## src/rtl/txd_pkg.sv

```systemverilog
package txd_pkg;

    localparam int CODE_W   = 4;
    localparam int GLYPH_W  = 6;
    localparam int FONT_DIM = 8;

    localparam logic [GLYPH_W-1:0] GLYPH_BLANK  = 6'd0;
    localparam logic [GLYPH_W-1:0] GLYPH_LETTER = 6'd1;
    localparam logic [GLYPH_W-1:0] GLYPH_DIGIT0 = 6'd48;

    // control bits that travel alongside the pixel pipeline
    typedef struct packed {
        logic       vis;
        logic       hs_n;
        logic       vs_n;
        logic       win;
        logic [2:0] frow;
        logic [2:0] fcol;
    } pix_ctl_t;

    localparam pix_ctl_t PIX_CTL_IDLE = '{vis: 1'b0, hs_n: 1'b1, vs_n: 1'b1,
                                          win: 1'b0, frow: 3'd0, fcol: 3'd0};

    // segment masks, bit0 = top bar ... bit6 = middle bar
    function automatic logic [6:0] seg_mask(input logic [3:0] d);
        case (d)
            4'd0:    seg_mask = 7'h3F;
            4'd1:    seg_mask = 7'h06;
            4'd2:    seg_mask = 7'h5B;
            4'd3:    seg_mask = 7'h4F;
            4'd4:    seg_mask = 7'h66;
            4'd5:    seg_mask = 7'h6D;
            4'd6:    seg_mask = 7'h7D;
            4'd7:    seg_mask = 7'h07;
            4'd8:    seg_mask = 7'h7F;
            4'd9:    seg_mask = 7'h6F;
            default: seg_mask = 7'h00;
        endcase
    endfunction

    function automatic logic [GLYPH_W-1:0] code_to_glyph(input logic [CODE_W-1:0] code);
        if (code <= 4'd9)       code_to_glyph = GLYPH_DIGIT0 + {2'b00, code};
        else if (code == 4'd10) code_to_glyph = GLYPH_LETTER;
        else                    code_to_glyph = GLYPH_BLANK;
    endfunction

    function automatic logic [FONT_DIM-1:0] glyph_row(input logic [GLYPH_W-1:0] g,
                                                      input logic [2:0] r);
        logic [6:0] s;
        glyph_row = 8'h00;
        if (g == GLYPH_LETTER) begin
            case (r)
                3'd0:    glyph_row = 8'h18;
                3'd1:    glyph_row = 8'h3C;
                3'd3:    glyph_row = 8'h7E;
                3'd7:    glyph_row = 8'h00;
                default: glyph_row = 8'h66;
            endcase
        end else if (g >= GLYPH_DIGIT0 && g <= GLYPH_DIGIT0 + 6'd9) begin
            s = seg_mask(4'(g - GLYPH_DIGIT0));
            case (r)
                3'd0:       glyph_row = s[0] ? 8'h3C : 8'h00;
                3'd1, 3'd2: glyph_row = (s[5] ? 8'h20 : 8'h00) | (s[1] ? 8'h04 : 8'h00);
                3'd3:       glyph_row = s[6] ? 8'h3C : 8'h00;
                3'd4, 3'd5: glyph_row = (s[4] ? 8'h20 : 8'h00) | (s[2] ? 8'h04 : 8'h00);
                3'd6:       glyph_row = s[3] ? 8'h3C : 8'h00;
                default:    glyph_row = 8'h00;
            endcase
        end
    endfunction

endpackage

```

## src/rtl/txd_clk_div.sv

```systemverilog
module txd_clk_div (
    input  logic clk_i,
    input  logic rst_ni,
    output logic pix_en_o
);
    logic en_d, en_q;

    always_comb begin
        en_d = ~en_q;
    end

    always_ff @(posedge clk_i or negedge rst_ni) begin
        if (!rst_ni) en_q <= 1'b0;
        else         en_q <= en_d;
    end

    assign pix_en_o = en_q;
endmodule

```

## src/rtl/txd_timing.sv

```systemverilog
module txd_timing #(
    parameter int CNT_W   = 10,
    parameter int H_TOTAL = 800,
    parameter int V_TOTAL = 525
) (
    input  logic             clk_i,
    input  logic             rst_ni,
    input  logic             pix_en_i,
    output logic [CNT_W-1:0] col_o,
    output logic [CNT_W-1:0] row_o
);
    typedef struct packed {
        logic [CNT_W-1:0] col;
        logic [CNT_W-1:0] row;
    } cnt_t;

    cnt_t cnt_d, cnt_q;

    always_comb begin
        cnt_d = cnt_q;
        if (pix_en_i) begin
            if (cnt_q.col == CNT_W'(H_TOTAL - 1)) begin
                cnt_d.col = '0;
                if (cnt_q.row == CNT_W'(V_TOTAL - 1)) cnt_d.row = '0;
                else                                   cnt_d.row = cnt_q.row + 1'b1;
            end else begin
                cnt_d.col = cnt_q.col + 1'b1;
            end
        end
    end

    always_ff @(posedge clk_i or negedge rst_ni) begin
        if (!rst_ni) cnt_q <= '0;
        else         cnt_q <= cnt_d;
    end

    assign col_o = cnt_q.col;
    assign row_o = cnt_q.row;
endmodule

```

## src/rtl/txd_cell_ram.sv

```systemverilog
module txd_cell_ram
    import txd_pkg::*;
#(
    parameter int TXT_COLS = 20,
    parameter int TXT_ROWS = 6,
    parameter int ADDR_W   = 6
) (
    input  logic              clk_i,
    input  logic              rst_ni,
    input  logic              wr_en_i,
    input  logic [ADDR_W-1:0] wr_row_i,
    input  logic [ADDR_W-1:0] wr_col_i,
    input  logic [CODE_W-1:0] wr_code_i,
    input  logic              rd_en_i,
    input  logic [ADDR_W-1:0] rd_row_i,
    input  logic [ADDR_W-1:0] rd_col_i,
    output logic [CODE_W-1:0] rd_code_o
);
    localparam int CELLS = TXT_ROWS * TXT_COLS;
    localparam int IDX_W = (CELLS > 1) ? $clog2(CELLS) : 1;

    typedef struct packed {
        logic [CELLS-1:0][CODE_W-1:0] cells;
        logic [CODE_W-1:0]            rd;
    } ram_st_t;

    ram_st_t st_d, st_q;
    logic [IDX_W-1:0] wr_idx, rd_idx;
    logic             wr_ok, rd_ok;

    always_comb begin
        wr_ok  = (wr_row_i < ADDR_W'(TXT_ROWS)) && (wr_col_i < ADDR_W'(TXT_COLS));
        rd_ok  = (rd_row_i < ADDR_W'(TXT_ROWS)) && (rd_col_i < ADDR_W'(TXT_COLS));
        wr_idx = IDX_W'(int'(wr_row_i) * TXT_COLS + int'(wr_col_i));
        rd_idx = IDX_W'(int'(rd_row_i) * TXT_COLS + int'(rd_col_i));

        st_d = st_q;
        if (wr_en_i && wr_ok) st_d.cells[wr_idx] = wr_code_i;
        if (rd_en_i)          st_d.rd = rd_ok ? st_q.cells[rd_idx] : '1;
    end

    always_ff @(posedge clk_i or negedge rst_ni) begin
        if (!rst_ni) st_q <= '1;
        else         st_q <= st_d;
    end

    assign rd_code_o = st_q.rd;
endmodule

```

## src/rtl/txd_glyph_font.sv

```systemverilog
module txd_glyph_font
    import txd_pkg::*;
(
    input  logic              clk_i,
    input  logic              rst_ni,
    input  logic              pix_en_i,
    input  logic [CODE_W-1:0] code_i,
    input  logic [2:0]        frow_i,
    input  logic [2:0]        fcol_i,
    output logic              dot_o
);
    logic [GLYPH_W-1:0]  glyph_d, glyph_q;
    logic [FONT_DIM-1:0] row_bits;

    always_comb begin
        glyph_d = glyph_q;
        if (pix_en_i) glyph_d = code_to_glyph(code_i);
        row_bits = glyph_row(glyph_q, frow_i);
        dot_o    = row_bits[~fcol_i];
    end

    always_ff @(posedge clk_i or negedge rst_ni) begin
        if (!rst_ni) glyph_q <= GLYPH_BLANK;
        else         glyph_q <= glyph_d;
    end
endmodule

```

## src/rtl/txt_display_gen.sv

```systemverilog
module txt_display_gen
    import txd_pkg::*;
#(
    parameter int H_VIS    = 640,
    parameter int H_FP     = 16,
    parameter int H_SYNC   = 96,
    parameter int H_BP     = 48,
    parameter int V_VIS    = 480,
    parameter int V_FP     = 10,
    parameter int V_SYNC   = 2,
    parameter int V_BP     = 33,
    parameter int TXT_COLS = 20,
    parameter int TXT_ROWS = 6,
    parameter int ADDR_W   = 6,
    parameter int CNT_W    = 10
) (
    input  logic              clk_i,
    input  logic              rst_ni,
    input  logic              wr_en_i,
    input  logic [ADDR_W-1:0] wr_row_i,
    input  logic [ADDR_W-1:0] wr_col_i,
    input  logic [CODE_W-1:0] wr_code_i,
    input  logic [7:0]        fg_color_i,
    output logic              pix_clk_o,
    output logic [CNT_W-1:0]  pix_col_o,
    output logic [CNT_W-1:0]  pix_row_o,
    output logic              hsync_no,
    output logic              vsync_no,
    output logic [2:0]        red_o,
    output logic [2:0]        green_o,
    output logic [1:0]        blue_o
);
    localparam int H_TOTAL  = H_VIS + H_FP + H_SYNC + H_BP;
    localparam int V_TOTAL  = V_VIS + V_FP + V_SYNC + V_BP;
    localparam int HS_START = H_VIS + H_FP;
    localparam int HS_END   = HS_START + H_SYNC;
    localparam int VS_START = V_VIS + V_FP;
    localparam int VS_END   = VS_START + V_SYNC;
    localparam int WIN_COLS = TXT_COLS * FONT_DIM;
    localparam int WIN_ROWS = TXT_ROWS * FONT_DIM;

    typedef struct packed {
        pix_ctl_t   s1;
        pix_ctl_t   s2;
        logic       hs_n;
        logic       vs_n;
        logic [7:0] rgb;
    } top_st_t;

    localparam top_st_t TOP_RESET = '{s1: PIX_CTL_IDLE, s2: PIX_CTL_IDLE,
                                      hs_n: 1'b1, vs_n: 1'b1, rgb: 8'h00};

    logic              pix_en;
    logic [CNT_W-1:0]  col, row;
    logic [CODE_W-1:0] cell_code;
    logic              dot;
    top_st_t           st_d, st_q;

    txd_clk_div u_div (
        .clk_i    (clk_i),
        .rst_ni   (rst_ni),
        .pix_en_o (pix_en)
    );

    txd_timing #(.CNT_W(CNT_W), .H_TOTAL(H_TOTAL), .V_TOTAL(V_TOTAL)) u_timing (
        .clk_i    (clk_i),
        .rst_ni   (rst_ni),
        .pix_en_i (pix_en),
        .col_o    (col),
        .row_o    (row)
    );

    txd_cell_ram #(.TXT_COLS(TXT_COLS), .TXT_ROWS(TXT_ROWS), .ADDR_W(ADDR_W)) u_ram (
        .clk_i     (clk_i),
        .rst_ni    (rst_ni),
        .wr_en_i   (wr_en_i),
        .wr_row_i  (wr_row_i),
        .wr_col_i  (wr_col_i),
        .wr_code_i (wr_code_i),
        .rd_en_i   (pix_en),
        .rd_row_i  (ADDR_W'(row >> 3)),
        .rd_col_i  (ADDR_W'(col >> 3)),
        .rd_code_o (cell_code)
    );

    txd_glyph_font u_font (
        .clk_i    (clk_i),
        .rst_ni   (rst_ni),
        .pix_en_i (pix_en),
        .code_i   (cell_code),
        .frow_i   (st_q.s2.frow),
        .fcol_i   (st_q.s2.fcol),
        .dot_o    (dot)
    );

    always_comb begin
        st_d = st_q;
        if (pix_en) begin
            // stage 1: decode the raw counters, aligned with the cell read
            st_d.s1.vis  = (col < CNT_W'(H_VIS)) && (row < CNT_W'(V_VIS));
            st_d.s1.win  = (col < CNT_W'(WIN_COLS)) && (row < CNT_W'(WIN_ROWS));
            st_d.s1.hs_n = !((col >= CNT_W'(HS_START)) && (col < CNT_W'(HS_END)));
            st_d.s1.vs_n = !((row >= CNT_W'(VS_START)) && (row < CNT_W'(VS_END)));
            st_d.s1.frow = row[2:0];
            st_d.s1.fcol = col[2:0];
            // stage 2: aligned with the glyph address register
            st_d.s2 = st_q.s1;
            // stage 3: font bit selects the colour
            st_d.hs_n = st_q.s2.hs_n;
            st_d.vs_n = st_q.s2.vs_n;
            st_d.rgb  = (st_q.s2.vis && st_q.s2.win && dot) ? fg_color_i : 8'h00;
        end
    end

    always_ff @(posedge clk_i or negedge rst_ni) begin
        if (!rst_ni) st_q <= TOP_RESET;
        else         st_q <= st_d;
    end

    assign pix_clk_o = pix_en;
    assign pix_col_o = col;
    assign pix_row_o = row;
    assign hsync_no  = st_q.hs_n;
    assign vsync_no  = st_q.vs_n;
    assign red_o     = st_q.rgb[7:5];
    assign green_o   = st_q.rgb[4:2];
    assign blue_o    = st_q.rgb[1:0];
endmodule

```

## config.mk

```make
export PLATFORM = sky130hd
export DESIGN_NAME = txt_display_gen
export DESIGN_NICKNAME = d
export VERILOG_FILES = /design/src/rtl/txd_pkg.sv /design/src/rtl/txd_clk_div.sv /design/src/rtl/txd_timing.sv /design/src/rtl/txd_cell_ram.sv /design/src/rtl/txd_glyph_font.sv /design/src/rtl/txt_display_gen.sv
export SDC_FILE = /design/constraint.sdc
export NUM_CORES = 1
export LEC_CHECK = 0
export BUFFER_PORTS_ARGS = -buffer_cell sky130_fd_sc_hd__buf_2
export CORE_MARGIN = 2
export CORE_UTILIZATION = 50
export DETAILED_ROUTE_END_ITERATION = 8
export PLACE_DENSITY_LB_ADDON = 0.12
export SLEW_MARGIN = 10
export SYNTH_ARGS = -nofsm -noshare
export SYNTH_HDL_FRONTEND = slang
export SYNTH_SLANG_ARGS = --single-unit
```

## constraint.sdc

```tcl
create_clock -name clk_i -period 5.5 [get_ports clk_i]
set_input_delay 1.1 -clock clk_i [delete_from_list [all_inputs] [get_ports clk_i]]
set_output_delay 1.1 -clock clk_i [all_outputs]
set_load 0.05 [all_outputs]
```

Word-level counts from Yosys, hierarchy flattened
Memories as Yosys holds them, arrays and structs flattened.
Cells that the tools add are included.
{"block": "totals", "regBits": 541, "latchBits": 0, "ramBits": 0, "rom_bits": 112, "inputBits": 27, "output_inout_bits": 31, "memories": 1}
{"block": "classes", "addsub": 6, "n_mul": 2, "div_mod_pow": 0, "n_lt_le_gt_ge": 19, "n_eq_ne": 11, "shift": 0, "n_mux": 26, "bitwise": 4, "n_reduce_logical": 17}
{"name": "(name not given)", "depth": 16, "word_bits": 7, "rd": 1, "rd_clocked_by_memory_dff": 0, "wr": 0, "line_no": "txd_pkg.sv:26", "rtl": "case (d)"}
{"op": "480-bit bitwise mux", "n": 1}
{"op": "8-bit one-hot mux with 5 select lines", "n": 1}
{"op": "6-bit 2-to-1 mux", "n": 6}
{"op": "4-bit binary-select mux with 7-bit select", "n": 1}
{"op": "4-bit demux with 7-bit select", "n": 1}
{"op": "7-bit one-hot mux with 4 select lines", "n": 1}
{"op": "8-bit 2-to-1 mux", "n": 3}
{"op": "10-bit by 1-bit adder with 10-bit output (second input constant)", "n": 2}
{"op": "10-bit equality test (second input constant)", "n": 2}
{"op": "10-bit < comparator (second input constant)", "n": 2}
{"op": "10-bit by 9-bit < comparator with 1-bit output (second input constant)", "n": 2}
{"op": "10-bit 2-to-1 mux", "n": 2}
{"op": "7-bit by 8-bit < comparator with 1-bit output (second input constant)", "n": 2}
{"op": "8-bit bitwise OR", "n": 2}
{"op": "7-bit adder", "n": 2}
{"op": "7-bit 2-to-1 mux", "n": 2}
{"op": "3-bit equality test (second input constant)", "n": 4}
{"op": "6-bit by 3-bit < comparator with 1-bit output (second input constant)", "n": 2}
{"op": "6-bit by 5-bit < comparator with 1-bit output (second input constant)", "n": 2}
{"op": "6-bit by 3-bit multiplier with 5-bit output (second input constant)", "n": 2}
{"op": "4-bit 2-to-1 mux", "n": 3}
{"op": "1-bit logical AND", "n": 11}
{"op": "10-bit >= comparator (second input constant)", "n": 1}
{"op": "10-bit by 9-bit >= comparator with 1-bit output (second input constant)", "n": 1}
{"op": "22 further kinds", "n": 27}

Longest topological paths before layout
Gate-level depths: netlist (run 1).
{"block": "depth", "ltp_word": 13, "ltp_mapped": 12, "depth_no_buf": 9}

By module
Synthesis (run 1) repeated with hierarchy kept, for this count alone.
{"block": "unflattened", "hier_cells": 1912, "hier_area_um2": 26714.4}
{"module": "txd_cell_ram", "instances": 1, "cells_each": 1640, "area_per_inst_um2": 23744.0}
{"module": "txt_display_gen", "instances": 1, "cells_each": 89, "area_per_inst_um2": 1233.7}
{"module": "txd_timing", "instances": 1, "cells_each": 103, "area_per_inst_um2": 1068.5}
{"module": "txd_glyph_font", "instances": 1, "cells_each": 78, "area_per_inst_um2": 639.4}
{"module": "txd_clk_div", "instances": 1, "cells_each": 2, "area_per_inst_um2": 28.8}

Least setup slack after synthesis (run 1)
OpenSTA, ideal clock, no wires.
{"block": "synth_timing", "path_kind": "input-to-reg", "from": "input port wr_row_i[1]", "to": "register u_ram.st_q[40] (netlist name)", "arrival_time_ps": 3437, "slack_ps": 1981, "stages": 9, "n_path_buf": 0, "cell_sequence": "ha_1 > ha_1 > ha_1 > a21oi_1 > xnor2_1 > and2_1 > nand3_1 > nor2_1 > mux2_2"}
{"block": "synth_via", "elab_chain_cells": 7, "word_cells_on_any_way": 11, "cone_classes": "add/sub (1); mul (1); order compare (3); mux (3); reduce/logical (3)"}
{"item": "start: declaration", "line_no": "txt_display_gen.sv:20", "rtl": "input logic [ADDR_W-1:0] wr_row_i,"}
{"item": "6-bit by 3-bit multiplier with 5-bit output", "line_no": "txd_cell_ram.sv:34", "rtl": "wr_idx = IDX_W'(int'(wr_row_i) * TXT_COLS + int'(wr_col_i));"}
{"item": "7-bit adder", "line_no": "txd_cell_ram.sv:34"}
{"item": "7-bit by 8-bit < comparator with 1-bit output (not written as such) / 7-bit by 1-bit >= comparator with 1-bit output (equally long branches)", "line_no": "txd_cell_ram.sv:38", "rtl": "if (wr_en_i && wr_ok) st_d.cells[wr_idx] = wr_code_i;"}
{"item": "1-bit logical AND (not written as such)", "line_no": "txd_cell_ram.sv:38"}
{"item": "4-bit 2-to-1 mux (not written as such)", "line_no": "txd_cell_ram.sv:38"}
{"item": "4-bit demux with 7-bit select"}
{"item": "480-bit bitwise mux", "line_no": "txd_cell_ram.sv:38"}
{"item": "end signal: assignment", "line_no": "txd_cell_ram.sv:44", "rtl": "else st_q <= st_d;"}
{"item": "end: declaration", "line_no": "txd_cell_ram.sv:27", "rtl": "ram_st_t st_d, st_q;"}
Parallel ways exist; a longest one is shown, timed or not.
A chain may end at the register's enable or synchronous reset.

Final worst setup path (run 1)
{"block": "layout_timing", "from": "input port wr_row_i[1]", "to": "register u_ram.st_q[218] (netlist name)"}
Same word-level chain as after synthesis.

==> impl_metrics.ini, run 1 <==
[logic_synthesis]
synthArstFlopShare_pct = 100
synth_cell_types = 61
mappedNetlistArea_mm2 = 0.0265
syn-num-nets = 1911
synth_mux_area_share_pct = 32.5
synthXorXnorAreaFrac_pct = 1.09
ys.warnings.count = 0
synth_top_family_by_area = multiplexers
yosys.area.top_type = dfstp_2
synth_edf_count = 0
postSynthCellCount = 1857
synth_compound_gate_area_share_pct = 3.31
synthTopCellsByArea = dfstp_2 49%, mux2_2 21%, mux4_2 10%, dfrtp_1 4.7%, nand2_1 1.7%
yosysTopAreaCellShare_pct = 48.7
ys.flop_type = dfstp_2
syn_avg_cell_area_um2 = 14.2
yosys.area_share.adder_pct = 1.33
ys_seq_elements = 540
synth-seq-area-share_pct = 53.4
synth-simple-area-share_pct = 5.70

[worst_setup_path]
rrSetupSlack_ns = 1.75
endpoint = u_ram.st_q[218]$_DFFE_PN1P_
rr_startpoint = u_timing.col_o[5]$_DFFE_PN0P_
crit_path_end_kind = register
critPathKind = input port to register
cp.required_ns = 6.03
r2r-end = u_ram.rd_code_o[1]$_DFFE_PN1P_
crit_start = wr_row_i[1]
arrival_ns = 4.54
worstSetupStartpointType = input port
path_max_fanout = 8
r2r_cells = 8

[status]
outcome = finished, final reports clean

[layout]
drive_gt1_share_pct = 67.7
multi_input_comb_area_mm2 = 0.0117
n_fill_cell = 4253
regArea_mm2 = 0.0141
syn2layout_area_growth_pct = 10.2
layout.nets = 1924
n_antenna_cell = 0

[sta]
fin_skew_ns = 0.00720
max-slew-margin-rel_pct = 29.9
hold_viol_final = 0
worst_pin_slew_ns = 1.04
setup_violations = 0
fin_crit_sh_pct = 73.0
fin_crit_ns = 4.01
grt_setup_unrepaired = no
holdWs_ns = 0.485
final-max-slew-violation-count = 0
max_freq_mhz = 249
timing.setup.tns_ns = 0

[grt]
antenna_found_initial = 0
grt_usage_pct = 24.1
grt_max_degree = 163
overflow = 0
grt_first_pass_wirelength_um = 100000
grt_pass1_vias = 16546

[power]
clkPwrFrac_pct = 46.2
switching_share_pct = 22.7
switchingPower_mw = 1.88
power_frac_comb_pct = 4.6
p_seq_share_pct = 49.2
power_density_mw_per_mm2 = 284
leakagePower_nw = 11.9
peakVddDrop_mv = 0.259
internal_power_mw = 6.40

[job]
cap_violations = 0

[clock_tree]
clock-sinks = 540
ctsLongestPathBuffers = 3
cts-root-buf = clkbuf_16
worstSkewPairLatency_ns = 0.61
cts_resized = 0
cts_tree = built
ctsHoldBuffers = 0
cts.clk_slew.worst_paths_ns = 0.05
post_cts_buffers = 0
numCtsBuffers = 58
htree_levels = 2

[placed_design]
place_congestion = 0.828
dp_hpwl_um = 40400
io_buffers = 57

[routing]
ant_nets = 0
drc = 0
routedWlPerCell_um = 24.7
vias = 15617
vias_per_cell = 6.00
drt_iter0_markers = 898
first_pass_iters = 4
drt-total-wl_um = 64200

[floorplan]
coreArea_mm2 = 0.0524
start_util_pct = 50.5
dieHeight_um = 234
die-area_mm2 = 0.0548
design.portCount = 58
dieWidth_um = 234
placementRows = 84

[hold_path]
hold_path.class = register to register
[synth_stat cells, types with 8 or more instances]
cell type,n
a211oi_1,11
a21oi_1,30
a32o_1,9
and3_1,8
buf_2,17
buf_4,16
clkbuf_1,85
dfrtp_1,50
dfstp_2,490
ha_1,25
inv_1,13
mux2_2,502
mux2i_1,28
mux4_2,118
nand2_1,117
nand2b_1,9
nand3_1,12
nand4_1,16
nor2_1,103
nor3_1,25
o21ai_0,32
or3_1,9
xnor2_1,24
xor2_1,9
[critical path, stage by stage]
cell and delay (ns):
buf_2 0.13, ha_1 0.30, ha_1 0.29, ha_1 0.34
a21oi_1 0.09, xnor2_1 0.55, nand2_1 0.43, nor2_1 0.66
nand2_1 0.27, mux2_2 0.37
[layer usage]
layer / track usage, % / routed length (µm)
met5: 0 / 0
met1: 32.9 / 28300
met4: 8.45 / 1970
met2: 39.8 / 31500
met3: 3.13 / 2350
[layout by cell type (no fill, tap or decap), drive strengths merged, types with 28 or more instances in the layout]
cell    instances
mux2          503
dfstp         490
mux4          118
nand2         117
nor2          109
clkbuf         96
buf            84
dfrtp          50
o21ai          33
a21oi          30
mux2i          28
[power groups by stage]
stage / combinational (mW) / clock (mW) / sequential [mW]
after floorplan: 0.195 / 0 / 4.12
after global placement: 0.379 / 0 / 4.13
after detailed placement: 0.386 / 0 / 4.13
after CTS: 0.387 / 3.93 / 4.07
after global routing: 0.415 / 4.10 / 4.08
final: 0.381 / 3.82 / 4.08
[layout make-up]
type | instances | area share (%)
timing repair buffer | 84 | 2.09
multi-input combinational | 1172 | 40.0
sequential | 540 | 48.5
clock inverter | 8 | 0.408
inverter | 14 | 0.180
clock buffer | 96 | 5.92
tap | 688 | 2.95
[logic make-up after synthesis]
family,Yosys count
muxes,649
and+or+nand+nor,333
adders and majority gates,27
AOI/OAI and AO/OA,130
xor gates and xnor gates,33
buffers and inverters,145
DFF,540
[metrics by stage]
step | utilization (%) | instances | worst slack (ns) | area (µm²) | power, mW
after floorplan | - | 1857 | 1.98 | 26500 | 4.32
after global placement | 52.1 | 2498 | 0.967 | 27300 | 4.51
after detailed placement | 52.1 | 2498 | 0.938 | 27300 | 4.52
after CTS | 55.6 | 2602 | 1.58 | 29200 | 8.39
after global routing | 55.6 | 2602 | 1.34 | 29200 | 8.59
final | 55.6 | 2602 | 1.49 | 29200 | 8.28
[worst min-delay path by stage]
stage | slack (ns) | end | depth (start not counted) | from
after detailed placement | 0.48 | red_o[2]$_DFFE_PN0P_ | 1 | red_o[2]$_DFFE_PN0P_
after global routing | 0.50 | red_o[2]$_DFFE_PN0P_ | 1 | red_o[2]$_DFFE_PN0P_
after global placement | 0.47 | blue_o[1]$_DFFE_PN0P_ | 1 | blue_o[1]$_DFFE_PN0P_
after CTS | 0.49 | red_o[2]$_DFFE_PN0P_ | 1 | red_o[2]$_DFFE_PN0P_
after floorplan | 0.45 | st_q[11]$_DFFE_PN0P_ | 2 | st_q[21]$_DFFE_PN0P_
final | 0.49 | red_o[2]$_DFFE_PN0P_ | 1 | red_o[2]$_DFFE_PN0P_
[state kept, by name (all words and copies together) (netlist names), 2 cells and up]
signal / cells
u_timing.col_o: 10
blue_o: 2
u_ram.st_q: 480
red_o: 3
u_ram.rd_code_o: 4
u_font.glyph_q: 5
green_o: 3
u_timing.row_o: 10
st_q: 20
(Power assumes the default switching activity.)
==> run 2: changes to the inputs <==
Settings changed: ABC_AREA set to 1.
Clock period 5.5 ns to 4.12 ns, I/O delays scaled along.
==> impl_metrics.ini, run 2 <==
[worst_setup_path]
path_max_fanout = 10
cpMaxStageDelayCell = fa_1
max_stage_delay_ns = 0.80
critPathKind = register to register
cp.required_ns = 4.68
crit_path_end_kind = register
crit_start = u_timing.row_o[3]$_DFFE_PN0P_
rr_startpoint = u_timing.row_o[3]$_DFFE_PN0P_
critPathMostFrequentCell = nand2_1
worstSetupStartpointType = register
cp_num_buf_inv = 3
arrival_ns = 4.02
path_cells = ha_2 > fa_1 > inv_2 > nor2_1 > nand3_1 > nand2_1 > inv_1 > nand2_1 > nand2_1 > nand3_1 > nand3_1 > nand2_1 > inv_1
cp_top_family = simple AND/OR/NAND/NOR gates

[routing]
drt-total-wl_um = 80200
drc = 0
vias = 24099
ant_nets = 0
routedWlPerCell_um = 18.7
vias_per_cell = 5.62
drt_iter0_markers = 1990
first_pass_iters = 6

[sta]
timing.setup.tns_ns = 0
grt_setup_unrepaired = no
fin_crit_ns = 3.46
fin_skew_ns = 0.0157
fin_crit_sh_pct = 83.9
worst_pin_slew_ns = 0.989
final-max-slew-violation-count = 0
max_freq_mhz = 289
setup_violations = 0
hold_viol_final = 0
max-slew-margin-rel_pct = 33.8

[layout]
final_cell_mix = 1263 x nand2_1, 542 x nand3_1, 490 x dfstp_2, 244 x o21ai_1, 235 x nor2_1
reg_top3 = u_ram.st_q: 480 flops, st_q: 20 flops
drive_gt1_share_pct = 23.8
final_common_cell = nand2_1
layout.nets = 3539
n_antenna_cell = 0
top_register = u_ram.st_q
final_cells = 4285
syn2layout_area_growth_pct = 9.62
largest_register_ffs = 480

[logic_synthesis]
postSynthCellCount = 3536
synth_edf_count = 0
ys.warnings.count = 0
yosys-top-cells-count = 1263 x nand2_1, 542 x nand3_1, 490 x dfstp_2, 244 x o21ai_1, 240 x nor2_1
synthTopCellsByArea = dfstp_2 45%, nand2_1 16%, nand3_1 9.4%, nand4_4 4.4%, dfrtp_1 4.3%
synthArstFlopShare_pct = 100
ys_seq_elements = 540
yosysTopAreaCellShare_pct = 44.7
syn_avg_cell_area_um2 = 8.15
synth_most_common_cell = nand2_1
synth-seq-area-share_pct = 49.0
yosys.area.top_type = dfstp_2
ys.flop_type = dfstp_2
synth_cell_types = 52
syn-num-nets = 3590
mappedNetlistArea_mm2 = 0.0288

[clock_tree]
cts.clk_slew.worst_paths_ns = 0.06
post_cts_buffers = 0
cts-root-buf = clkbuf_16
numCtsBuffers = 59
clock-sinks = 540
worstSkewPairLatency_ns = 0.62
cts_tree = built
ctsLongestPathBuffers = 3
ctsHoldBuffers = 0
htree_levels = 2
cts_resized = 0

[power]
power_frac_comb_pct = 10.6
power_density_mw_per_mm2 = 380
finalPower_mw = 12.0
peakVddDrop_mv = 0.374
switching_share_pct = 26.9
p_seq_share_pct = 45.3
internal_power_mw = 8.77
clkPwrFrac_pct = 44.1
leakagePower_nw = 13.4
switchingPower_mw = 3.23

[floorplan]
start_util_pct = 50.8
coreArea_mm2 = 0.0567
placementRows = 87
die-area_mm2 = 0.0596
dieWidth_um = 244
dieHeight_um = 244
design.portCount = 58

[grt]
grt_usage_pct = 27.0
antenna_found_initial = 0
grt_max_degree = 109
grt_pass1_vias = 23404
overflow = 0
grt_first_pass_wirelength_um = 129000

[placed_design]
dp_hpwl_um = 48200
place_congestion = 0.835
io_buffers = 57
post-place-cells = 4180

[hold_path]
hold_path.class = register to register
hp-start = u_ram.st_q[483]$_DFFE_PN1P_

[job]
cap_violations = 0

[status]
outcome = finished, final reports clean
==> run 2: cell count changes after synthesis, moves of 18 or more <==
| cell | change |
|---|---|
| nand2_1 | +1146 |
| nand3_1 | +530 |
| mux2_2 | -502 |
| o21ai_1 | +243 |
| nor2_1 | +137 |
| mux4_2 | -118 |
| o21ai_0 | +113 |
| inv_1 | +92 |
| buf_2 | +70 |
| nand4_4 | +60 |
| mux2i_1 | -28 |
| a21oi_1 | -22 |
| xnor2_1 | -18 |
==> run 2: final timing paths <==
path	end	depth (start not counted)	slack, ns
setup reg to reg	u_ram.rd_code_o[1]$_DFFE_PN1P_	13	0.66
hold reg to reg	u_ram.st_q[483]$_DFFE_PN1P_	2	0.46
setup / recovery	u_ram.rd_code_o[1]$_DFFE_PN1P_	13	0.66
hold / removal	u_ram.st_q[483]$_DFFE_PN1P_	2	0.46
max in group asynchronous	u_timing.col_o[4]$_DFFE_PN0P_	2	2.82
min in group asynchronous	u_ram.st_q[31]$_DFFE_PN1P_	1	0.59
==> run 2: cell type report <==
type / count / area (µm²)
multi-input cells: 2641 / 13000
repair buffers: 126 / 1130
inverters: 117 / 455
fillers: 5282 / 25100
clock inverters: 23 / 225
flip-flops and latches: 540 / 14100
well taps: 756 / 946
clock buffers: 82 / 1680
==> run 2: logic make-up (layout without fill, tap and decap cells) <==
logic type	Yosys count	count (layout)	synth area share, %
AND/OR/NAND/NOR	2173	2173	35.7
flip-flops	540	540	49.0
AO/OA/AOI/OAI	425	425	7.63
buffers and inverters	355	348	5.88
adder cells (fa/ha/maj)	27	27	1.22
XOR/XNOR	16	16	0.578
==> run 2: worst reg2reg max path, delay by kind of cell (launching register included) <==
kind	cells	cell delay [ns]
fa+ha+maj	2	1.03
simple gates	8	1.74
flops	1	0.47
buf+inv	3	0.16
==> run 2: metal layers <==
| metal | global-route usage [%] | part of all wire (%) | vias up |
|---|---|---|---|
| li1 | - | - | 11492 |
| met1 | 36.7 | 44 | 11795 |
| met2 | 44.7 | 48 | 676 |
| met3 | 4.25 | 5.7 | 136 |
| met4 | 7.91 | 2.6 | 0 |
| met5 | 0 | 0 | - |
==> run 2: power by group through the flow <==
stage          registers (mW)  logic [mW]  clock network, mW
2_1_floorplan            5.50       0.893                  0
3_3_place_gp             5.51        1.26                  0
3_5_place_dp             5.51        1.28                  0
4_1_cts                  5.43        1.28               5.41
5_1_grt                  5.44        1.35               5.62
6_report                 5.44        1.27               5.30
==> run 2: per-stage QoR <==
stage	setup slack (ns)	area [µm²]	util (%)	hold slack [ns]
floorplan	0.993	28800	-	0.439
global placement	0.455	29700	52.3	0.448
detailed placement	0.370	29700	52.3	0.451
CTS	0.668	31600	55.7	0.461
global route	0.530	31600	55.7	0.470
finish	0.664	31600	55.7	0.460
==> run 3: changes to the inputs <==
Settings changed: ABC_AREA 1 to 0.
Clock period 4.12 ns to 2.95 ns, I/O delays scaled along.
==> impl_metrics.ini, run 3 (same netlist as run 1, synthesis figures left out) <==
[power]
finalPower_mw = 16.9
internal_power_mw = 13.2
p_seq_share_pct = 45.0
power_frac_comb_pct = 5.0
switching_share_pct = 21.6
switchingPower_mw = 3.66
power_density_mw_per_mm2 = 543
leakagePower_nw = 13.0
clkPwrFrac_pct = 50.0
peakVddDrop_mv = 0.544

[worst_setup_path]
rrSetupSlack_ns = 0.07
endpoint = u_ram.rd_code_o[2]$_DFFE_PN1P_
crit_path_end_kind = register
cp_top_family = multiplexers
worstSetupStartpointType = register
cp_num_buf_inv = 1
r2r-end = u_ram.rd_code_o[2]$_DFFE_PN1P_
critPathKind = register to register
path_cells = ha_2 > buf_12 > mux4_2 > mux2i_1 > nor3_1 > or4_1 > o211a_1 > o32a_1
r2r_cells = 8
cp.depth = 8
cp.required_ns = 3.49
arrival_ns = 3.41
max_stage_delay_ns = 0.49
rr_startpoint = u_timing.row_o[3]$_DFFE_PN0P_
path_max_fanout = 17
crit_start = u_timing.row_o[3]$_DFFE_PN0P_
cpMaxStageDelayCell = ha_2

[hold_path]
hold_path.class = input port to register

[floorplan]
start_util_pct = 50.5
coreArea_mm2 = 0.0524
dieWidth_um = 234
placementRows = 84
design.portCount = 58
die-area_mm2 = 0.0548
dieHeight_um = 234

[grt]
overflow = 0
antenna_found_initial = 0
grt_pass1_vias = 17062
grt_max_degree = 89
grt_usage_pct = 25.0
grt_first_pass_wirelength_um = 104000

[layout]
layout.nets = 2081
syn2layout_area_growth_pct = 17.6
fin_area_mm2 = 0.0311
largest_register_ffs = 480
final_core_util_pct = 59.4
top_register = u_ram.st_q
drive_gt1_share_pct = 72.0
n_antenna_cell = 0
reg_top3 = u_ram.st_q: 480 flops, st_q: 20 flops
final_common_cell = mux2_2
final_cells = 2763
final_cell_mix = 502 x mux2_2, 490 x dfstp_2, 155 x buf_4, 118 x mux4_2, 117 x nand2_1

[status]
outcome = finished, final reports clean

[routing]
vias_per_cell = 5.85
drt_iter0_markers = 1017
first_pass_iters = 5
drt-total-wl_um = 66000
ant_nets = 0
routedWlPerCell_um = 23.9
drc = 0
vias = 16171

[clock_tree]
cts.clk_slew.worst_paths_ns = 0.06
htree_levels = 2
numCtsBuffers = 59
cts-root-buf = clkbuf_16
ctsLongestPathBuffers = 3
cts_tree = built
clock-sinks = 540
worstSkewPairLatency_ns = 0.62

[sta]
max_freq_mhz = 347
fin_crit_sh_pct = 97.6
setup_slack_ns = 0.0723
setup_violations = 0
hold_viol_final = 0
fin_skew_ns = 0.0144
max-slew-margin-rel_pct = 54.2
final-max-slew-violation-count = 0
grt_setup_unrepaired = yes
timing.setup.tns_ns = 0
fin_crit_ns = 2.88
holdWs_ns = 0.230
worst_pin_slew_ns = 0.687

[placed_design]
post-place-cells = 2654
io_buffers = 57
placed_area_mm2 = 0.0288
dp_hpwl_um = 44500
place_ws_ns = -0.445
place_congestion = 0.854

[job]
cap_violations = 0
==> run 3: cell count changes in the layout (fill, tap and decap cells not counted), sizes merged, moves of 28 or more <==
cell,change
buf,+114
mux2i,+28
nor2,-149
mux4,+118
nand4,-52
inv,-102
nand2,-1167
mux2,+503
o21ai,-356
nand3,-533
==> run 3: timing repair <==
| action | in CTS | in global routing |
|---|---|---|
| setup endpoints to repair | 2 | 4 |
| buffers inserted | 0 | 0 |
| endpoints found under the hold margin | 0 | 0 |
| hold buffers | 0 | 0 |
| gates resized for setup | 3 | 4 |
==> run 3: worst min path at each step <==
stage / endpoint / cells after the start / startpoint / slack [ns]
5_1_grt: green_o[0]$_DFFE_PN0P_ / 2 / fg_color_i[2] / 0.21
6_report: green_o[0]$_DFFE_PN0P_ / 2 / fg_color_i[2] / 0.23
3_5_place_dp: st_q[28]$_DFFE_PN1P_ / 2 / st_q[28]$_DFFE_PN1P_ / 0.48
3_3_place_gp: st_q[11]$_DFFE_PN0P_ / 2 / st_q[21]$_DFFE_PN0P_ / 0.46
4_1_cts: green_o[0]$_DFFE_PN0P_ / 2 / fg_color_i[2] / 0.20
2_1_floorplan: blue_o[0]$_DFFE_PN0P_ / 0 / rst_ni / 0.29
==> run 3: cell type report <==
cell class / instances / area, µm²
repair buffers: 240 / 2080
multi-input cells: 1172 / 11700
flip-flops and latches: 540 / 14100
inverters: 14 / 52.6
clock inverters: 27 / 514
fillers: 4092 / 21300
well taps: 688 / 861
clock buffers: 82 / 1740
==> run 3: power groups by stage <==
stage	combinational (mW)	sequential [mW]	clock, mW
after floorplan	0.382	7.69	0
after global placement	0.847	7.70	0
after detailed placement	0.858	7.70	0
after CTS	0.863	7.60	8.63
after global routing	0.929	7.60	8.92
final	0.852	7.60	8.44
==> run 3: per-layer routing <==
layer | wire length [µm] | global-route usage, % | share of wire [%] | vias up
li1 | - | - | - | 7198
met3 | 2270 | 2.81 | 3.4 | 93
met5 | 0 | 0 | 0 | -
met2 | 32300 | 41.2 | 49 | 286
met1 | 30000 | 35.2 | 45 | 8594
met4 | 1430 | 6.96 | 2.2 | 0
